`src/rtl/arinc_word_sched.sv`:
```
module arinc_word_sched #(
  parameter int AW = 16,
  parameter int PW = 16,
  parameter logic [AW-1:0] RX_BASE = '0
) (
  input  logic          clk,
  input  logic          rst_n,
  input  logic          tx_en,
  input  logic          run,
  input  logic          cfg_skip,
  input  logic [PW-1:0] cfg_period,
  input  logic [AW-1:0] cfg_base,
  output logic          mem_rd,
  output logic [AW-1:0] mem_addr,
  input  logic [7:0]    mem_rdata,
  output logic          word_valid,
  output logic [31:0]   word_data,
  input  logic          word_ack
);
  localparam int RXW = 13;
  localparam logic [2:0] OP_END = 3'd0;
  localparam logic [2:0] OP_NOP = 3'd1;
  localparam logic [2:0] OP_IMM = 3'd2;

  typedef enum logic [2:0] {S_IDLE, S_RA, S_RV, S_DEC, S_RX, S_HOLD} st_t;

  st_t           st;
  logic [PW-1:0] cnt;
  logic          pend;
  logic [AW-1:0] ptr;
  logic [7:0]    act;
  logic [1:0]    pos;
  logic [31:0]   word;

  wire [2:0] op    = act[7:5];
  wire       roll  = run && (cnt == cfg_period);
  wire       busy  = (st != S_IDLE);
  wire       start = !busy && run && (roll || pend);
  wire       put   = (st == S_DEC && op == OP_IMM) || (st == S_RX);
  wire [RXW-1:0] rx_off = {act[4:2], mem_rdata, act[1:0]};
  wire [AW-1:0]  rx_addr = RX_BASE + AW'(rx_off);

  assign mem_rd = (st == S_RA) || (st == S_RV) ||
                  (st == S_DEC && op != OP_END && op != OP_NOP && op != OP_IMM);
  always_comb begin
    case (st)
      S_RV:    mem_addr = ptr + AW'(1);
      S_DEC:   mem_addr = rx_addr;
      default: mem_addr = ptr;
    endcase
  end
  assign word_data = word;

  always_ff @(posedge clk or negedge rst_n) begin
    if (!rst_n) begin
      st <= S_IDLE; cnt <= '0; pend <= 1'b0; ptr <= '0;
      act <= '0; pos <= '0; word <= '0; word_valid <= 1'b0;
    end else if (!tx_en) begin
      st <= S_IDLE; cnt <= '0; pend <= 1'b0; ptr <= '0;
      act <= '0; pos <= '0; word <= '0; word_valid <= 1'b0;
    end else begin
      cnt <= (!run || roll) ? '0 : cnt + PW'(1);
      if (!run)                         pend <= 1'b0;
      else if (busy && roll && !cfg_skip) pend <= 1'b1;
      else if (start)                   pend <= 1'b0;

      if (put) begin
        word[{pos, 3'b000} +: 8] <= mem_rdata;
        ptr <= ptr + AW'(2);
        if (pos == 2'd3) begin
          word_valid <= 1'b1;
          st <= S_HOLD;
        end else begin
          pos <= pos + 2'd1;
          st <= S_RA;
        end
      end else begin
        case (st)
          S_IDLE: if (start) begin
            ptr <= cfg_base;
            pos <= '0;
            st  <= S_RA;
          end
          S_RA: st <= S_RV;
          S_RV: begin
            act <= mem_rdata;
            st  <= S_DEC;
          end
          S_DEC: begin
            if (op == OP_END) st <= S_IDLE;
            else if (op == OP_NOP) begin
              pos <= '0;
              ptr <= ptr + AW'(2);
              st  <= S_RA;
            end else st <= S_RX;
          end
          S_HOLD: if (word_ack) begin
            word_valid <= 1'b0;
            pos <= '0;
            st  <= S_RA;
          end
          default: st <= S_IDLE;
        endcase
      end
    end
  end

  a_r1_off_holds_reset: assert property (@(posedge clk) disable iff (!rst_n)
    !tx_en |=> (!word_valid && !mem_rd && st == S_IDLE));

  a_r3_pass_from_base: assert property (@(posedge clk) disable iff (!rst_n)
    (tx_en && start) |=> (mem_rd && mem_addr == $past(cfg_base)));

  a_r7_end_goes_idle: assert property (@(posedge clk) disable iff (!rst_n)
    (tx_en && st == S_DEC && op == OP_END) |=> (!busy && !word_valid));

  a_r8_hold_stable: assert property (@(posedge clk) disable iff (!rst_n)
    (tx_en && word_valid && !word_ack) |=> (word_valid && $stable(word_data)));

  a_r8_no_read_in_hold: assert property (@(posedge clk) disable iff (!rst_n)
    word_valid |-> !mem_rd);

  a_r9_skip_no_pending: assert property (@(posedge clk) disable iff (!rst_n)
    (tx_en && cfg_skip && !pend) |=> !pend);
endmodule

```
`config.mk`:
```
export PLATFORM = sky130hd
export DESIGN_NAME = arinc_word_sched
export DESIGN_NICKNAME = d
export VERILOG_FILES = /design/src/rtl/arinc_word_sched.sv
export SDC_FILE = /design/constraint.sdc
export NUM_CORES = 1
export LEC_CHECK = 0
export ABC_AREA = 1
export CORE_ASPECT_RATIO = 1.5
export CORE_MARGIN = 2
export CORE_UTILIZATION = 57
export CTS_CLUSTER_SIZE = 30
export DETAILED_ROUTE_END_ITERATION = 16
export HOLD_SLACK_MARGIN = 0.15
export PLACE_DENSITY = 0.9
export SYNTH_ARGS = -nofsm -noshare
export SYNTH_HDL_FRONTEND = slang
export SYNTH_SLANG_ARGS = --single-unit
```
`constraint.sdc`:
```
create_clock -name clk -period 3.1 [get_ports clk]
set_input_delay 0.465 -clock clk [delete_from_list [all_inputs] [get_ports clk]]
set_output_delay 0.465 -clock clk [all_outputs]
set_load 0.005 [all_outputs]
```
==> results_dict.tcl <==
set metrics [dict create \
    run_status "completed" \
    clk_pin_slew_worst_paths_ns 0.06 \
    worstMarginPinSlew_ns 1.004 \
    yosys_warnings 0 \
    fmax_mhz 343.8 \
    place_area_mm2 0.006062 \
    hold_violations 0 \
    crit_fanout 7 \
    viasPerCell 5.855 \
    slew_viol_final 0 \
    rsz0062_at_grt "no" \
    area_growth_pct 25.73 \
    rows 42 \
    syn-num-nets 752 \
    root_buffer "clkbuf_16" \
    grt_pass1_vias 5155 \
    min_period_over_period_pct 93.82 \
    yosys.area.top_type_share_pct 39.27 \
    cp-start-kind "flop" \
    setup_viol_count_final 0 \
    hp-class "input port to async pin" \
    yosysTopAreaCell "dfrtp_1" \
    seq_area_frac_synth_pct 39.27 \
    io_pins 96 \
    clock_latency_ns 0.33 \
    fin_util_pct 72.55 \
    cap_violations 0 \
    die_h_um 119.1 \
    grt_remaining_overflow 0 \
    synthCells 699 \
    dp_hpwl_um 11330 \
    first_pass_iters 5 \
    wl_um 15170 \
    route.detailed.drc 0 \
    grt_max_degree 80 \
    cts-buffers-inserted 9 \
    final_common_cell "nand2_1" \
    place.port_buffers 95 \
    period_minus_slack_ns 2.908 \
    clock-sinks 79 \
    required_ns 2.63 \
    ir_worst_vdd_v 0.0004244 \
    finClkSkew_ns 0.008886 \
    cellPowerDensity_mw_per_mm2 467.9 \
    path_class "flop to output port" \
    ys_seq_elements 79 \
    cts_setup_buffers 0 \
    fin_nets 845 \
    max_slew_margin_pct 33.06 \
    grt_pass1_wl_um 24500 \
    initial_utilization_pct 57.70 \
    wl_per_cell_um 16.76 \
    fp.dieW_um 80.73 \
    cts_tree "built" \
    htreeDepth 3 \
    p_leak_nw 2.971 \
    vias 5299 \
    design_area_mm2 0.006329 \
    cp-end-kind "output port" \
    core_area_mm2 0.008723 \
    cts_hold_buf 0 \
    dieArea_mm2 0.009614 \
    n_antenna_cell 0 \
    synth_edf_count 0 \
    ys_types 44 \
    synth_area_mm2 0.005034 \
    synth_area_leaders "dfrtp_1, nand2_1, inv_1" \
    drive_gt1_share_pct 6.918 \
    finalSetupTns_ns 0 \
    final_cell_mix "nand2_1, clkdlybuf4s50_1, inv_1" \
    antenna_found_initial 0 \
    clockBufferDepth 2 \
    async_flop_share_pct 100.0 \
    cts_resized 0 \
    cp.arrival_ns 2.44 \
    drt-initial-drc-count 456 \
    syn_avg_cell_area_um2 7.201 \
    ant_nets 0 \
    gp_congestion 1.120 \
    synthFlopType "dfrtp_1" \
    grt_usage_pct 32.96 \
]
==> worst paths after layout <==
check	start	to	slack (ns)	cells after the start
setup / recovery	ptr[4]$_DFFE_PN0P_	mem_addr[10]	0.19	9
hold / removal	rst_n	word_data[15]$_DFFE_PN0P_	0.30	1
setup reg to reg	st[1]$_DFFE_PN0P_	ptr[3]$_DFFE_PN0P_	0.53	9
hold reg to reg	word_data[29]$_DFFE_PN0P_	word_data[29]$_DFFE_PN0P_	0.49	2
max in group asynchronous	rst_n	cnt[6]$_DFF_PN0_	2.16	1
min in group clk	word_data[29]$_DFFE_PN0P_	word_data[29]$_DFFE_PN0P_	0.49	2
==> worst max-delay path: stages, from the launching register on <==
cell	delay (ns)
dfrtp_1	0.52
nand2_1	0.21
nor2_2	0.21
nand2_1	0.09
inv_1	0.08
nand2_1	0.08
o21ai_0	0.17
o211ai_1	0.11
o221ai_1	0.09
clkdlybuf4s50_1	0.54
==> stage by stage <==
step                cells  setup slack, ns  total power [mW]  hold slack, ns
detailed placement    891           0.5094             1.998          0.4756
global placement      891           0.5436             1.985          0.4676
floorplan             699            1.127             1.615          0.1694
global route          905          0.03030             3.094          0.3921
finish                905           0.1916             2.961          0.3003
CTS                   905           0.1414             2.954          0.3393
==> metal layers <==
metal	GRT usage (%)	routed length (um)	up-vias	share of wire, %
li1	-	-	2490	-
met1	37.66	5567	2504	37
met2	58.70	7908	240	52
met3	6.061	970	65	6.4
met4	14.19	725	0	4.8
met5	0	0	-	0
==> synth_stat cells (3+ instances only) <==
library cell and instances:
clkbuf_1 6, nor2_1 76, o21a_1 9, buf_6 3, nand4_1 33, o31ai_1 7
a21oi_1 19, inv_1 84, o21ai_1 8, or2_2 3, o22ai_1 3, nand2_2 4
inv_2 6, o21ai_0 47, o221ai_1 10, dfrtp_1 79, nand2_4 4, nand3_1 51
xor2_1 10, nor3_1 10, buf_2 9, ha_1 7, nand2_1 181
==> power breakdown <==
part,switching [mW],internal (mW)
registers,0.110,1.11
logic,0.438,0.344
clock network,0.405,0.555
total,0.953,2.01
==> logic make-up after synthesis <==
group | Yosys count | share of synthesized area, %
AO/OA/AOI/OAI | 112 | 13.40
AND/OR/NAND/NOR | 375 | 34.03
adder cells (fa/ha/maj) | 7 | 1.740
XOR/XNOR | 12 | 2.088
buffers and inverters | 114 | 9.470
flip-flops | 79 | 39.27
==> flip-flops by register name, indices dropped and copies added, names as in the netlist <==
name and count:
word_valid 1, ptr 16, act 8, cnt 16
word_data 32, st 3, pend 1, pos 2
==> final cells by class <==
| class | count | area (um^2) |
|---|---|---|
| Multi-Input combinational cell | 506 | 2582 |
| Fill cell | 702 | 2395 |
| Sequential cell | 79 | 1977 |
| Timing Repair Buffer | 104 | 1016 |
| Inverter | 92 | 351.6 |
| Clock buffer | 11 | 242.7 |
| Tap cell | 110 | 137.6 |
| Clock inverter | 3 | 21.27 |
Power figures use the tool's default switching activity.
